<file path="config.mk">
export PLATFORM = sky130hd
export DESIGN_NAME = stream_buffer_unit
export DESIGN_NICKNAME = d
export VERILOG_FILES = /design/src/rtl/stream_buffer_unit.sv
export SDC_FILE = /design/constraint.sdc
export NUM_CORES = 1
export LEC_CHECK = 0
export BUFFER_PORTS_ARGS = -buffer_cell sky130_fd_sc_hd__clkbuf_2
export CAP_MARGIN = 15
export CORE_UTILIZATION = 60
export DETAILED_ROUTE_END_ITERATION = 8
export GPL_TIMING_DRIVEN = 0
export PLACE_DENSITY = 0.91
export SLEW_MARGIN = 10
export SYNTH_ARGS = -nofsm -noshare
export SYNTH_HDL_FRONTEND = slang
export SYNTH_SLANG_ARGS = --single-unit
</file>
<file path="constraint.sdc">
create_clock -name clk -period 3.3 [get_ports clk]
set_input_delay 0.33 -clock clk [delete_from_list [all_inputs] [get_ports clk]]
set_output_delay 0.33 -clock clk [all_outputs]
set_load 0.01 [all_outputs]
</file>
<file path="src/rtl/stream_buffer_unit.sv">
module stream_buffer_unit #(
  parameter int NS = 2,
  parameter int MD = 4,
  parameter int DW = 8,
  localparam int SW  = (NS > 1) ? $clog2(NS) : 1,
  localparam int PW  = (MD > 1) ? $clog2(MD) : 1,
  localparam int DPW = $clog2(MD + 1),
  localparam int AW  = SW + 1
) (
  input  logic          clk,
  input  logic          rst_n,
  input  logic          cpu_rd,
  input  logic          cpu_wr,
  input  logic [AW-1:0] cpu_addr,
  input  logic [DW-1:0] cpu_wdata,
  output logic [DW-1:0] cpu_rdata,
  output logic          cpu_wait,
  input  logic          fill_en,
  input  logic [SW-1:0] fill_stream,
  input  logic [PW-1:0] fill_slot,
  input  logic [DW-1:0] fill_data,
  input  logic          drain_en,
  input  logic [SW-1:0] drain_stream,
  input  logic [PW-1:0] drain_slot,
  output logic [DW-1:0] drain_data,
  output logic [NS*MD-1:0] slot_ready
);

  logic [DW-1:0]  data_q [NS][MD];
  logic [MD-1:0]  vld_q  [NS];
  logic [DPW-1:0] dep_q  [NS];
  logic [PW-1:0]  ptr_q  [NS];
  logic [NS-1:0]  dir_q;

  wire [SW-1:0]  sel       = cpu_addr[AW-1:1];
  wire           cfg_sel   = cpu_addr[0];
  wire [PW-1:0]  hptr      = ptr_q[sel];
  wire           head_full = vld_q[sel][hptr];
  wire           hd_rd     = cpu_rd && !cfg_sel && !dir_q[sel];
  wire           hd_wr     = cpu_wr && !cfg_sel && dir_q[sel];
  wire           deq       = hd_rd && head_full;
  wire           enq       = hd_wr && !head_full;
  wire [PW-1:0]  hnext     = (DPW'(hptr) + 1'b1 == dep_q[sel]) ? '0 : hptr + 1'b1;
  wire [DPW-1:0] new_dep   = cpu_wdata[DPW:1];

  wire fill_ok  = fill_en && !dir_q[fill_stream] &&
                  (DPW'(fill_slot) < dep_q[fill_stream]) &&
                  !vld_q[fill_stream][fill_slot];
  wire drain_ok = drain_en && dir_q[drain_stream] && vld_q[drain_stream][drain_slot];
  wire cfg_ok   = cpu_wr && cfg_sel && (vld_q[sel] == '0) &&
                  !(fill_ok && fill_stream == sel) &&
                  (new_dep != '0) && (new_dep <= DPW'(MD));

  assign cpu_wait   = (hd_rd && !head_full) || (hd_wr && head_full);
  assign cpu_rdata  = cfg_sel ? DW'({dep_q[sel], dir_q[sel]}) :
                      deq     ? data_q[sel][hptr] : '0;
  assign drain_data = (dir_q[drain_stream] && vld_q[drain_stream][drain_slot]) ?
                      data_q[drain_stream][drain_slot] : '0;

  always_ff @(posedge clk or negedge rst_n) begin
    if (!rst_n) begin
      dir_q <= '0;
      for (int s = 0; s < NS; s++) begin
        vld_q[s] <= '0;
        dep_q[s] <= DPW'(MD);
        ptr_q[s] <= '0;
      end
    end else begin
      if (fill_ok)  vld_q[fill_stream][fill_slot]   <= 1'b1;
      if (drain_ok) vld_q[drain_stream][drain_slot] <= 1'b0;
      if (deq || enq) begin
        vld_q[sel][hptr] <= enq;
        ptr_q[sel]       <= hnext;
      end
      if (cfg_ok) begin
        dir_q[sel] <= cpu_wdata[0];
        dep_q[sel] <= new_dep;
        ptr_q[sel] <= '0;
      end
    end
  end

  always_ff @(posedge clk) begin
    if (fill_ok) data_q[fill_stream][fill_slot] <= fill_data;
    if (enq)     data_q[sel][hptr]              <= cpu_wdata;
  end

  for (genvar s = 0; s < NS; s++) begin : g_str
    for (genvar k = 0; k < MD; k++) begin : g_slot
      assign slot_ready[s*MD+k] = dir_q[s] ? vld_q[s][k] :
                                  ((DPW'(k) < dep_q[s]) && !vld_q[s][k]);
    end
  end

endmodule

</file>
==> impl_metrics.csv <==
group,metric,value,unit
yosys,synth_area_leaders,"edfxtp_1 33%, mux2_2 14%, dfrtp_1 7.7%",
power_and_ir_drop,p_leak,2.56,nW
setup_path,crit_path_start_kind,"register",
sta,slew_headroom,27.3,%
sta,finalSetupViolCount,0,
sta,rsz0062_at_grt,"no",
setup_path,path_cells,"clkbuf_1 -> mux2_2 -> o2bb2ai_1 -> o21ai_1 -> o21ai_0 -> clkbuf_2",
global_route,use_met3,9.64,%
placement,post-place-cells,734,
sta,hold_violations,0,
layout,num_antenna_cells,0,
layout,drive_above_1_share,31.9,%
hold_path,hold_class,"primary input to register",
routing,firstDrtPassIters,8,
layout,multi_input_area,3250,µm²
yosys,yosysTopAreaCellShare,32.7,%
yosys,synthArstFlopShare,23.8,%
routing,wire_per_inst,25.0,µm
placement,placed_area,6360,µm²
floorplan,core,9370,µm²
power_and_ir_drop,vdd_drop_max,0.329,mV
floorplan,die_h,101,µm
setup_path,reg2reg_depth,7,
flow_run,max_cap_viol_count,0,
yosys,synth-seq-cells,84,
global_route,grt_pass1_vias,5207,
yosys,ys.flop_type,"edfxtp_1",
setup_path,critical_path.top_delay_family,"compound AO/OA/AOI/OAI gates",
floorplan,top_level_ports,55,
layout,fin_util,70.3,%
yosys,synthesis.nets,583,
sta,min_period,3.29,ns
clocking,clkTransAtPathRegs,0.11,ns
yosys,avgSynthCellArea,10.7,µm²
layout,stdcell_area,6590,µm²
placement,io_buffers,51,
yosys,synth_warnings,0,
layout,nNetsFinal,653,
sta,period_share,99.7,%
power_and_ir_drop,fin_total_pwr,4.26,mW
setup_path,worst-setup-path-type,"register to output port",
yosys,synth.largest_area_cell,"edfxtp_1",
setup_path,cp-end-kind,"output port",
clocking,clock_latency,0.37,ns
floorplan,start_util,62.7,%
setup_path,worstPathArrival,2.96,ns
global_route,top_usage_layer,"met2",
yosys,ys_types,64,
setup_path,crit_buf_inv,2,
yosys,syn_inst,548,
clocking,cts_tree,"yes",
sta,slew_violations,0,
sta,tns,0,ns
clocking,cts_sinks,84,
routing,vias_per_cell,7.12,
global_route,grt.overflow.total,0,
sta,finalClockSkew,0.0114,ns
routing,ant_nets,0,
routing,routed_wl,18800,µm
floorplan,dieArea,10200,µm²
global_route,grt_use_total,38.5,%
clocking,cts.path.max_buffers,2,
layout,num-fill-cells,660,
floorplan,num_rows,35,
placement,gp_congestion,1.01,
layout,layout.cells.non_filler,752,
floorplan,dieWidth,101,µm
power_and_ir_drop,power_density,646,nW/µm²
setup_path,cp_max_fo,10,
global_route,grt_max_degree,21,
clocking,clock-root-buffer,"clkbuf_8",
yosys,syn-cell-area,5870,µm²
global_route,antenna_found_initial,0,
sta,fmax,0.304,GHz
setup_path,required,2.97,ns
global_route,grt_pass1_wl,28600,µm
global_route,grtUsageMet2,58.4,%
placement,hpwl,13000,µm
routing,drc,0,
yosys,synth-edff-count,64,
layout,areaGrowthSynthToFinish,12.1,%
hold_path,min_path_cells,3,
setup_path,crit_path_max_incr_delay,0.77,ns
layout,seq_area,2420,µm²
yosys,yosys-top-cells-count,"80 x nand2_1, 72 x mux2_2, 64 x edfxtp_1, 41 x mux2i_1, 20 x nor2_1",
sta,worst_pin_slew,1.09,ns
yosys,synthMostInstantiatedCell,"nand2_1",
yosys,ys_seq_area_share,41.3,%
outcome,status,"complete, no violations",
setup_path,slowest_stage,"o21ai_1",
setup_path,cp.depth,6,
clocking,cts_buffers,9,
global_route,met1_usage,50.2,%
clocking,cts_max_level,3,
routing,vias,5357,
routing,drt_iter0_drc,758,
[path summary, 6_finish.rpt]
check | start | to | slack (ns)
hold reg to reg | dep_q[3] | dep_q[3] | 0.65
min in group asynchronous | rst_n | dir_q[1] | 0.48
max in group asynchronous | rst_n | dep_q[2] | 2.45
setup / recovery | vld_q[0] | cpu_rdata[0] | 0.01
setup reg to reg | register | data_q[0][11] | 0.07
hold / removal | cpu_wdata[4] | data_q[1][12] | 0.33
[cells by family after synthesis]
| group | synth area share [%] |
|---|---|
| buf+inv | 3.81 |
| compound gates | 13.2 |
| xor+xnor | 0.596 |
| flops | 41.3 |
| fa+ha+maj | 1.06 |
| mux | 25.6 |
| simple gates | 14.4 |
[cell usage in the layout (no fill, tap or decap), drive strengths merged, types with 3 or more instances in the layout]
cell | synthesis | routed
a211oi | 15 | 15
a21o | 8 | 8
a21oi | 21 | 21
a311oi | 3 | 3
a32o | 4 | 4
and2 | 8 | 8
buf | 23 | 30
clkbuf | 19 | 79
clkinv | 0 | 4
dfrtp | 18 | 18
edfxtp | 64 | 64
ha | 5 | 5
inv | 9 | 12
mux2 | 73 | 73
mux2i | 41 | 41
mux4 | 12 | 12
nand2 | 80 | 80
nand2b | 7 | 7
nand3 | 4 | 4
nand3b | 4 | 4
nor2 | 22 | 22
nor2b | 15 | 15
nor3 | 11 | 11
nor4 | 6 | 6
o21ai | 16 | 16
o22a | 4 | 4
o22ai | 9 | 9
o2bb2ai | 3 | 3
o31ai | 7 | 7
[flip-flops by register name (all words and copies together) (netlist names), named ones only]
register / cells
data_q: 64
dep_q: 6
dir_q: 2
vld_q: 8
[cell type report]
type / count / area share, %
Buffer: 42 / 2.89
Sequential cell: 84 / 36.8
Tap cell: 129 / 2.45
Multi-Input combinational cell: 413 / 49.4
Clock buffer: 9 / 1.88
Inverter: 9 / 0.513
Clock inverter: 7 / 1.16
Timing Repair Buffer: 59 / 4.88
[power breakdown]
part	internal, mW	switching, mW
clock network	0.300	0.458
logic	0.828	1.21
registers	1.31	0.155
[through the flow]
stage	setup slack (ns)	hold WS, ns
6_report	0.0112	0.331
5_1_grt	0.0276	0.340
4_1_cts	0.0681	0.322
3_5_place_dp	-0.241	0.334
3_3_place_gp	-0.744	0.319
2_1_floorplan	0.354	0.0344
[worst register-to-register path, delay by kind of cell, from the launching register on]
family | cells | cell delay [ns]
flip-flops | 1 | 0.48
multiplexers | 1 | 0.71
AO/OA/AOI/OAI | 1 | 0.32
adder cells (fa/ha/maj) | 1 | 0.26
buffers and inverters | 3 | 0.66
AND/OR/NAND/NOR | 1 | 0.55
[per-layer routing]
metal	vias up	share of wire [%]
met5	-	0
met4	0	7.1
met3	141	14
met2	496	43
met1	2507	36
li1	2213	-
[what timing repair did]
item                       in CTS  in global routing
hold endpoints to repair       18                  0
hold buffers                    1                  0
setup endpoints to repair      15                  0
resized for setup               1                  0
setup buffers                   0                  0
Note: power is estimated with default switching activity, not from simulation.
